===== config.mk =====
export PLATFORM = sky130hd
export DESIGN_NAME = lvds_pixel_deser
export DESIGN_NICKNAME = d
export VERILOG_FILES = /design/src/rtl/lvds_deser_pkg.sv /design/src/rtl/lane_shifter.sv /design/src/rtl/frame_aligner.sv /design/src/rtl/word_mapper.sv /design/src/rtl/lvds_pixel_deser.sv
export SDC_FILE = /design/constraint.sdc
export NUM_CORES = 1
export LEC_CHECK = 0
export BUFFER_PORTS_ARGS = -buffer_cell sky130_fd_sc_hd__buf_2
export CAP_MARGIN = 20
export CORE_ASPECT_RATIO = 1.1
export CORE_MARGIN = 2
export CORE_UTILIZATION = 40
export DETAILED_ROUTE_END_ITERATION = 10
export HOLD_SLACK_MARGIN = 0.1
export PLACE_DENSITY = 0.62
export SLEW_MARGIN = 10
export SYNTH_ARGS = -nofsm -noshare
export SYNTH_HDL_FRONTEND = slang
export SYNTH_HIERARCHICAL = 1
export SYNTH_SLANG_ARGS = --single-unit

===== constraint.sdc =====
create_clock -name clk -period 2.21 [get_ports clk]
set_clock_uncertainty 0.15 [all_clocks]
set_input_delay 0 -clock clk [delete_from_list [all_inputs] [get_ports clk]]
set_output_delay 0 -clock clk [all_outputs]
set_load 0.005 [all_outputs]

===== src/rtl/lvds_deser_pkg.sv =====
package lvds_deser_pkg;
    localparam int SER_RATIO      = 7;
    localparam int DATA_LANES     = 3;
    localparam int COLOR_W        = 6;
    localparam int LOCK_HITS      = 3;
    localparam int LOSE_MISSES    = 2;
    localparam int CLK_HIGH_SLOTS = 4;
    localparam logic [SER_RATIO-1:0] CLK_PATTERN = 7'b1100011;
endpackage


===== src/rtl/lane_shifter.sv =====
// Shifts one lane in, oldest sample at the MSB. The window includes the
// sample arriving this cycle.
module lane_shifter #(
    parameter int SER_RATIO = 7
) (
    input  logic                 clk,
    input  logic                 rst_n,
    input  logic                 din,
    output logic [SER_RATIO-1:0] window
);
    logic [SER_RATIO-1:0] sr_d, sr_q;

    always_comb begin
        sr_d   = {sr_q[SER_RATIO-2:0], din};
        window = sr_d;
    end

    always_ff @(posedge clk or negedge rst_n) begin
        if (!rst_n) sr_q <= '0;
        else        sr_q <= sr_d;
    end
endmodule


===== src/rtl/frame_aligner.sv =====
// Bit-slot counter, boundary search and lock tracking, and pixel clock.
module frame_aligner #(
    parameter int SER_RATIO      = 7,
    parameter int LOCK_HITS      = 3,
    parameter int LOSE_MISSES    = 2,
    parameter int CLK_HIGH_SLOTS = 4,
    parameter logic [SER_RATIO-1:0] CLK_PATTERN = 7'b1100011,
    localparam int SLOT_W = $clog2(SER_RATIO)
) (
    input  logic                 clk,
    input  logic                 rst_n,
    input  logic                 pwr_n,
    input  logic [SER_RATIO-1:0] ck_window,
    output logic [SLOT_W-1:0]    slot,
    output logic                 locked,
    output logic                 capture,
    output logic                 pix_clk
);
    localparam int HIT_W  = $clog2(LOCK_HITS + 1);
    localparam int MISS_W = $clog2(LOSE_MISSES + 1);
    localparam logic [SLOT_W-1:0] LAST_SLOT  = SLOT_W'(SER_RATIO - 1);
    localparam logic [SLOT_W-1:0] HIGH_SLOTS = SLOT_W'(CLK_HIGH_SLOTS);
    localparam logic [HIT_W-1:0]  HIT_LAST   = HIT_W'(LOCK_HITS - 1);
    localparam logic [MISS_W-1:0] MISS_LAST  = MISS_W'(LOSE_MISSES - 1);

    typedef struct packed {
        logic [SLOT_W-1:0] slot;
        logic [HIT_W-1:0]  hits;
        logic [MISS_W-1:0] misses;
        logic              locked;
        logic              pclk;
    } align_t;

    align_t st_d, st_q;
    logic   at_edge, match;

    always_comb begin
        st_d    = st_q;
        at_edge = (st_q.slot == LAST_SLOT);
        match   = (ck_window == CLK_PATTERN);
        st_d.slot = at_edge ? '0 : st_q.slot + 1'b1;

        if (!st_q.locked) begin
            if (st_q.hits == '0) begin
                // hunting: any phase may start a candidate boundary
                if (match) begin
                    st_d.slot = '0;
                    st_d.hits = HIT_W'(1);
                end
            end else if (at_edge) begin
                if (!match) begin
                    st_d.hits = '0;
                end else if (st_q.hits == HIT_LAST) begin
                    st_d.locked = 1'b1;
                    st_d.hits   = '0;
                end else begin
                    st_d.hits = st_q.hits + 1'b1;
                end
            end
        end else if (at_edge) begin
            if (match) begin
                st_d.misses = '0;
            end else if (st_q.misses == MISS_LAST) begin
                st_d.locked = 1'b0;
                st_d.misses = '0;
            end else begin
                st_d.misses = st_q.misses + 1'b1;
            end
        end

        st_d.pclk = pwr_n ? (st_d.slot < HIGH_SLOTS) : st_q.pclk;
        capture   = at_edge && st_q.locked && pwr_n;
    end

    always_ff @(posedge clk or negedge rst_n) begin
        if (!rst_n) st_q <= '0;
        else        st_q <= st_d;
    end

    assign slot    = st_q.slot;
    assign locked  = st_q.locked;
    assign pix_clk = st_q.pclk;
endmodule


===== src/rtl/word_mapper.sv =====
// Splits the recovered word into colour components and controls.
module word_mapper #(
    parameter int COLOR_W = 6,
    localparam int WORD_W = 3 * COLOR_W + 3
) (
    input  logic [WORD_W-1:0]  word,
    output logic [COLOR_W-1:0] red,
    output logic [COLOR_W-1:0] grn,
    output logic [COLOR_W-1:0] blu,
    output logic               hsync,
    output logic               vsync,
    output logic               de
);
    localparam int GRN_LO = COLOR_W;
    localparam int BLU_LO = 2 * COLOR_W;
    localparam int CTL_LO = 3 * COLOR_W;

    always_comb begin
        red   = word[COLOR_W-1:0];
        grn   = word[GRN_LO +: COLOR_W];
        blu   = word[BLU_LO +: COLOR_W];
        hsync = word[CTL_LO];
        vsync = word[CTL_LO+1];
        de    = word[CTL_LO+2];
    end
endmodule


===== src/rtl/lvds_pixel_deser.sv =====
module lvds_pixel_deser
    import lvds_deser_pkg::*;
#(
    parameter int P_SER_RATIO      = SER_RATIO,
    parameter int P_DATA_LANES     = DATA_LANES,
    parameter int P_COLOR_W        = COLOR_W,
    parameter int P_LOCK_HITS      = LOCK_HITS,
    parameter int P_LOSE_MISSES    = LOSE_MISSES,
    parameter int P_CLK_HIGH_SLOTS = CLK_HIGH_SLOTS,
    parameter logic [P_SER_RATIO-1:0] P_CLK_PATTERN = CLK_PATTERN
) (
    input  logic                    clk,
    input  logic                    rst_n,
    input  logic                    pwr_n,
    input  logic [P_DATA_LANES-1:0] rx_lane,
    input  logic                    rx_clk_lane,
    output logic [P_COLOR_W-1:0]    px_red,
    output logic [P_COLOR_W-1:0]    px_grn,
    output logic [P_COLOR_W-1:0]    px_blu,
    output logic                    px_hsync,
    output logic                    px_vsync,
    output logic                    px_de,
    output logic                    px_clk,
    output logic                    link_locked
);
    localparam int WORD_W = P_SER_RATIO * P_DATA_LANES;
    localparam int SLOT_W = $clog2(P_SER_RATIO);

    logic [P_SER_RATIO-1:0] lane_win [P_DATA_LANES];
    logic [P_SER_RATIO-1:0] ck_win;
    logic [WORD_W-1:0]      assembled;
    logic [WORD_W-1:0]      word_d, word_q;
    logic [SLOT_W-1:0]      slot_w;
    logic                   capture_w;

    for (genvar l = 0; l < P_DATA_LANES; l++) begin : g_lane
        lane_shifter #(.SER_RATIO(P_SER_RATIO)) shf_i (
            .clk    (clk),
            .rst_n  (rst_n),
            .din    (rx_lane[l]),
            .window (lane_win[l])
        );
        assign assembled[l*P_SER_RATIO +: P_SER_RATIO] = lane_win[l];
    end

    lane_shifter #(.SER_RATIO(P_SER_RATIO)) ck_shf_i (
        .clk    (clk),
        .rst_n  (rst_n),
        .din    (rx_clk_lane),
        .window (ck_win)
    );

    frame_aligner #(
        .SER_RATIO      (P_SER_RATIO),
        .LOCK_HITS      (P_LOCK_HITS),
        .LOSE_MISSES    (P_LOSE_MISSES),
        .CLK_HIGH_SLOTS (P_CLK_HIGH_SLOTS),
        .CLK_PATTERN    (P_CLK_PATTERN)
    ) algn_i (
        .clk       (clk),
        .rst_n     (rst_n),
        .pwr_n     (pwr_n),
        .ck_window (ck_win),
        .slot      (slot_w),
        .locked    (link_locked),
        .capture   (capture_w),
        .pix_clk   (px_clk)
    );

    always_comb begin
        word_d = capture_w ? assembled : word_q;
    end

    always_ff @(posedge clk or negedge rst_n) begin
        if (!rst_n) word_q <= '0;
        else        word_q <= word_d;
    end

    word_mapper #(.COLOR_W(P_COLOR_W)) map_i (
        .word  (word_q),
        .red   (px_red),
        .grn   (px_grn),
        .blu   (px_blu),
        .hsync (px_hsync),
        .vsync (px_vsync),
        .de    (px_de)
    );
endmodule


### Word level (Yosys, flattened, before mapping)

Index checks and enable logic that the tools add are counted.

* $add $sub $neg: 3
* $lt $le $gt $ge: 1
* equal/unequal tests: 5
* multiplexer cells: 18
* bitwise gates (word level): 1
* reductions and logical operators: 6

Operators with widths (count)
* 2-bit two-way mux: 6
* 5-bit two-way mux: 2
* 1-bit two-way mux: 8
* 7-bit equality test, second input constant: 1
* 3-bit two-way mux: 2
* 2-bit by 1-bit adder with 2-bit output, second input constant: 2
* 3-bit by 1-bit adder with 3-bit output, second input constant: 1
* 3-bit equality test, second input constant: 1
* 3-bit < comparator, second input constant: 1
* 3-bit AND reduction: 1
* 2-bit by 1-bit equality test with 1-bit output, second input constant: 1
* 2-bit equality test, second input constant: 1
* 1-bit logical AND: 2
* 2-bit zero test: 1
* 2-bit by 1-bit != test with 1-bit output, second input constant: 1
* 2-bit AND reduction: 1
* 2-bit nonzero test: 1
* 1-bit NOT: 1

* bits in registers: 54
* input port bits: 7

### Logic depth before layout (Yosys ltp)

Gate-level depths: netlist (run 1).

* word-level depth: 7
* depth in mapped cells: 5
* mapped depth without buffers: 3

### By module

The synthesis (run 1) kept the hierarchy.

By module, submodules not included
* lvds_pixel_deser: times used 1, cells each 44, area an instance 859.6 µm², seq. area each 525.5 µm²
* lane_shifter: times used 4, cells each 7, area an instance 157.7 µm², seq. area each 150.1 µm²
* frame_aligner: times used 1, cells each 47, area an instance 473.0 µm², seq. area each 225.2 µm²
* word_mapper: times used 1, cells each 21, area an instance 157.7 µm², seq. area each 0.0 µm²

### Worst setup path before layout (run 1)

OpenSTA, ideal clock, no wires.

* kind: register to register
* start: register algn_i.st_q (netlist bit algn_i/slot[0])
* end: register word_q[0]
* library setup time: 125 ps
* data arrival time: 1348 ps
* data required time: 1935 ps
* slack: 587 ps
* stages on the path, launching flop included: 5
* clock period less this slack: 1623 ps
* path through: dfrtp_1 > and3b_2 > and3_1 > buf_6 > mux2_4

* cells in the longest elaborated chain, start to end: 3

RTL lines
* from (decl): RTL line frame_aligner.sv:34 `align_t st_d, st_q;`
* from (signal assigned): RTL line frame_aligner.sv:77 `else st_q <= st_d;`
* 3-bit equality test: RTL line frame_aligner.sv:39 `at_edge = (st_q.slot == LAST_SLOT);`
* 1-bit logical AND (2 in a row): RTL line frame_aligner.sv:72 `capture = at_edge && st_q.locked && pwr_n;`
* net capture_w: RTL line lvds_pixel_deser.sv:34 `logic capture_w;`
* to (signal assigned): RTL line lvds_pixel_deser.sv:76 `else word_q <= word_d;`
* to (decl): RTL line lvds_pixel_deser.sv:32 `logic [WORD_W-1:0] word_d, word_q;`

The timed path passes the listed nets, and every way through them passes these cells.
A chain may end at the register's enable or synchronous reset.

### Worst setup path after layout (run 1)

* start: register algn_i.st_q (netlist bit algn_i/slot[0])
* end: register word_q[18]

The elaborated chain is that of the path after synthesis.

==> run metrics, run 1 <==
post-synthesis to final-layout area growth 8.83%; CTS root buf clkbuf_8; Synthesized Nets 144; outcome completed; PostCTS Resize Cnt 0; CP max stage cell dfrtp_1; setup violators final 0; most frequent cells in the layout dfrtp_1, buf_2, mux2_4; Tightest Hold Check Type in2async; gr usage total 12.1%; DP Area 2130 um^2; Via Count 1051; Final Hold Viols 0; Ys Warns 6; TNS Setup 0 ns; Initial Util 41.7%; share of cells above drive strength 1 40.3%; kind of critical path reg2reg; Pins Over Slew Limit 0; minimum clock period 1.71 ns; number of global-route vias before repair 1070; WP buf/inv 1; DR iter-0 viols 97; routed wire length 3.01 mm; final setup margin 0.504 ns; MaxCap Viol Count 0; worst setup path endpoint word_q[18]$_DFFE_PN0P_; Congestion Overflow GR 0; Reg2Reg Capture Point word_q[18]$_DFFE_PN0P_; fin crit share 77.2%; P_leak 1.09 nW; clock tree sinks 54; CP Max Fanout 21; Final #Nets 161; largest net degree at the start of global routing 35; start point of the critical path algn_i/slot[0]$_DFF_PN0_; Fillers 456; leading cell type in the layout, fill and taps excluded dfrtp_1; drt first pass iters 4; required time worst endpoint 2.25 ns; mean number of vias per cell 4.96; DIE AREA 5840 um^2; crit start category flop; non-filler instance count after layout 212; antenna viol nets, final 0; initial antenna violation count 0; Post-Synthesis Cells 137; Critical Path AT 1.75 ns; Inserted Diodes 0; clock slew seen by the registers of the worst setup and hold paths 0.09 ns; fmax 586 MHz; drt drc 0; CTS H-tree lvls 2; actual slew at the worst max-slew pin 0.841 ns; design area 2280 um^2; gp weighted congestion 0.771; TritonCTS buffer count 5; relative slew slack 43.7%; Mapped Area 2100 um^2; Reg2Reg Depth 4; per-cell routed wire length 14.2 um; Critical Path Stages 4; max incr delay on CP 0.44 ns; Peak VDD IR 516 uV; Hold Worst Slack 0.115 ns; Final Power 1.96 mW; CP top delay family simple AND/OR/NAND/NOR gates; row count 27; Placed Cells 198; RSZ-0062 raised after global routing false; r2r setup slk 0.50 ns; I/O pin cnt 30; Mean Syn Cell Area 15.3 um^2; CTS tree done; Worst setup EP type flop; Clock Latency Late Sink 0.30 ns; CP Cell Sequence and3b_2, and3_1, buf_12, mux2_2; dpl ws 0.501 ns; chip width 73.1 um; wire length of the first global-routing pass 5.22 mm; die height 80.0 um; I/O Buffers 29; Core Region 5030 um^2; Max Root-Sink Buffers 2; fin util 45.4%; Reg-to-Reg Start algn_i/slot[0]$_DFF_PN0_; pwr/cell area 860 nW/um^2
[registers in the layout (all words and copies together), names as in the netlist]
| name | count |
|---|---|
| ck_shf_i/sr_q | 6 |
| algn_i/pix_clk | 1 |
| algn_i/st_q | 4 |
| algn_i/locked | 1 |
| g_lane.shf_i/sr_q | 18 |
| word_q | 21 |
| algn_i/slot | 3 |
[how the worst min path moves through the flow]
stage               startpoint                                end  slack [ns]
floorplan                rst_n            algn_i/locked$_DFF_PN0_       -0.45
global placement         rst_n             word_q[13]$_DFFE_PN0P_       -0.19
detailed placement       rst_n  g_lane[1].shf_i/sr_q[5]$_DFF_PN0_       -0.18
CTS                      rst_n  g_lane[1].shf_i/sr_q[3]$_DFF_PN0_        0.13
global route             rst_n  g_lane[2].shf_i/sr_q[3]$_DFF_PN0_        0.17
finish                   rst_n  g_lane[2].shf_i/sr_q[4]$_DFF_PN0_        0.12
[what timing repair did]
action | CTS | global route
hold buffers | 7 | 0
buffers inserted | 0 | 0
hold endpoints to repair | 62 | 0
endpoints found under the setup margin | 0 | 0
[report_power, final]
part | switching, mW | internal [mW]
Clock | 0.295 | 0.216
Combinational | 0.116 | 0.155
Sequential | 0.0875 | 1.09
Total | 0.499 | 1.47
[worst reg2reg max path, delay by kind of cell, from the launching register on]
family                 cells  cell delay (ns)
buffers and inverters      1             0.21
DFF                        1             0.44
muxes                      1             0.36
and+or+nand+nor            2             0.45
[area by class of cell]
| cell class | instances | area (um^2) | area share (%) |
|---|---|---|---|
| timing repair buffer | 38 | 243 | 10.6 |
| tap | 58 | 72.6 | 3.18 |
| multi-input combinational | 53 | 526 | 23.0 |
| sequential | 54 | 1350 | 59.2 |
| inverter | 2 | 7.51 | 0.329 |
| clock buffer | 5 | 68.8 | 3.01 |
| clock inverter | 2 | 15.0 | 0.658 |
[per-layer routing]
layer  up-vias  global-route usage, %  part of all wire (%)
met5         -                      0                     0
met4         0                   4.44                   1.5
met3         6                   4.67                   5.2
met2        27                   18.5                    48
met1       539                   15.4                    45
li1        479                      -                     -
No activity file was read; power rests on OpenSTA's default activity.
==> inputs of run 2 (changes only) <==
--- a/config.mk
+++ b/config.mk
@@ -5,6 +5,7 @@
 export SDC_FILE = /design/constraint.sdc
 export NUM_CORES = 1
 export LEC_CHECK = 0
+export ABC_AREA = 1
 export BUFFER_PORTS_ARGS = -buffer_cell sky130_fd_sc_hd__buf_2
 export CAP_MARGIN = 20
 export CORE_ASPECT_RATIO = 1.1
@@ -12,7 +13,7 @@
 export CORE_UTILIZATION = 40
 export DETAILED_ROUTE_END_ITERATION = 10
 export HOLD_SLACK_MARGIN = 0.1
-export PLACE_DENSITY = 0.62
+export PLACE_DENSITY = 0.64
 export SLEW_MARGIN = 10
 export SYNTH_ARGS = -nofsm -noshare
 export SYNTH_HDL_FRONTEND = slang
==> constraint.sdc (replaced) <==
create_clock -name clk -period 1.4 [get_ports clk]
set_clock_uncertainty 0.15 [all_clocks]
set_input_delay 0 -clock clk [delete_from_list [all_inputs] [get_ports clk]]
set_output_delay 0 -clock clk [all_outputs]
set_load 0.005 [all_outputs]
==> run 2 against run 1 <==
Net effect:
- via count up 16%
- largest cell class unchanged
- global-route usage up 0.23 points
- critical endpoint is now word_q[2]$_DFFE_PN0P_
- clock power up 77%
==> run metrics, run 2 <==
outcome completed; Pins Over Slew Limit 0; drt first pass iters 3; final setup margin 0.0792 ns; DP HPWL 2.00 mm; Tightest Hold Check Type in2reg; crit start category flop; Initial Util 41.4%; MaxCap Viol Count 0; per-cell routed wire length 11.0 um; Worst setup EP type flop; antenna viol nets, final 0; chip width 72.9 um; clock tree sinks 54; routed wire length 3.08 mm; DR iter-0 viols 57; minimum clock period 1.32 ns; gp weighted congestion 0.720; dpl ws 0.00917 ns; Final Power 3.16 mW; Synthesized Nets 207; number of global-route vias before repair 1228; Critical Path AT 1.41 ns; row count 27; Most flops, register word_q; die height 79.7 um; CTS root buf clkbuf_8; Post-Synthesis Cells 200; setup violators final 0; biggest regs word_q: 21 flops, g_lane.shf_i/sr_q: 18 flops, ck_shf_i/sr_q: 6 flops; CP Max Fanout 12; Mapped Area 2090 um^2; Mean Syn Cell Area 10.4 um^2; gr usage total 12.3%; Max Root-Sink Buffers 2; CTS H-tree lvls 2; actual slew at the worst max-slew pin 0.278 ns; fmax 757 MHz; max reg flops 21; Inserted Diodes 0; CTS tree done; Clock Latency Late Sink 0.30 ns; required time worst endpoint 1.49 ns; DIE AREA 5810 um^2; I/O Buffers 29; post-synthesis to final-layout area growth 11.9%; area occupied by multi-input gates 473 um^2; Final Hold Viols 0; share of cells above drive strength 1 27.6%; fin crit share 94.3%; Core Region 5030 um^2; Via Count 1220; mean number of vias per cell 4.37; Ys Warns 6; TritonCTS buffer count 5; I/O pin cnt 30; r2r setup slk 0.08 ns; FF/Latch Area 1350 um^2; kind of critical path reg2reg; relative slew slack 81.5%; wire length of the first global-routing pass 5.42 mm; initial antenna violation count 0; most frequent cells in the layout nand2_1, dfrtp_1, buf_2; Final #Nets 227; largest net degree at the start of global routing 55; leading cell type in the layout, fill and taps excluded nand2_1; Peak VDD IR 679 uV; Congestion Overflow GR 0; P_leak 1.22 nW; pwr/cell area 1350 nW/um^2; post-CTS setup buffer count 0; Fillers 475; clock slew seen by the registers of the worst setup and hold paths 0.09 ns; drt drc 0
-- run 2: changes by cell type in the layout (fill, tap and decap cells not counted), sizes merged, moves of 4 or more --
cell	change
buf	+4
inv	+14
mux2	-21
nand2	+82
nor2	+5
-- run 2: final cells by class --
class | instances | share of cell area (%)
inverters | 15 | 2.63
clock buffers | 7 | 3.70
well taps | 58 | 3.11
flip-flops and latches | 54 | 57.9
multi-input cells | 102 | 20.3
clock inverters | 1 | 0.375
repair buffers | 42 | 12.0
-- run 2: timing repair --
item	in CTS	in global routing
resized for setup	3	5
setup endpoints to repair	9	21
endpoints found under the hold margin	67	0
hold buffers	7	0
-- run 2: through the flow --
step                TNS (ns)  std cells  util (%)  hold WS, ns  cell area, um^2
floorplan                  0        200         -       -0.446             2090
global placement           0        264      42.5       -0.132             2140
detailed placement         0        264      42.5       -0.135             2140
CTS                        0        279      46.0        0.182             2310
global route         -0.0151        279      46.4        0.193             2330
finish                     0        279      46.4        0.203             2330
-- run 2: report_power, final --
part | switching (mW) | internal, mW
clock | 0.497 | 0.410
combinational | 0.247 | 0.212
sequential | 0.0839 | 1.70
total | 0.828 | 2.33
-- run 2: worst max-delay path: stages, from the launching register on --
cell and delay (ns):
dfrtp_1 0.38, nand2_2 0.08, nor2_4 0.11, nand2_4 0.07, nor2_4 0.16, buf_6 0.18
nand2_1 0.06, nand2_1 0.06
-- run 2: path summary, 6_finish.rpt --
path / depth (start not counted) / start / endpoint
max in group asynchronous: 4 / rst_n / word_q[2]$_DFFE_PN0P_
min in group asynchronous: 4 / rst_n / word_q[11]$_DFFE_PN0P_
setup / recovery: 7 / algn_i/slot[1]$_DFF_PN0_ / word_q[2]$_DFFE_PN0P_
hold reg to reg: 0 / g_lane[0].shf_i/sr_q[1]$_DFF_PN0_ / g_lane[0].shf_i/sr_q[2]$_DFF_PN0_
setup reg to reg: 7 / algn_i/slot[1]$_DFF_PN0_ / word_q[2]$_DFFE_PN0P_
hold / removal: 2 / rx_lane[2] / g_lane[2].shf_i/sr_q[0]$_DFF_PN0_
-- run 2: metal layers --
| layer | share of wire (%) | vias up | track usage (%) |
|---|---|---|---|
| met3 | 3.8 | 5 | 4.67 |
| met1 | 45 | 573 | 15.1 |
| met2 | 49 | 24 | 19.6 |
| li1 | - | 618 | - |
| met5 | 0 | - | 0 |
| met4 | 1.5 | 0 | 4.44 |
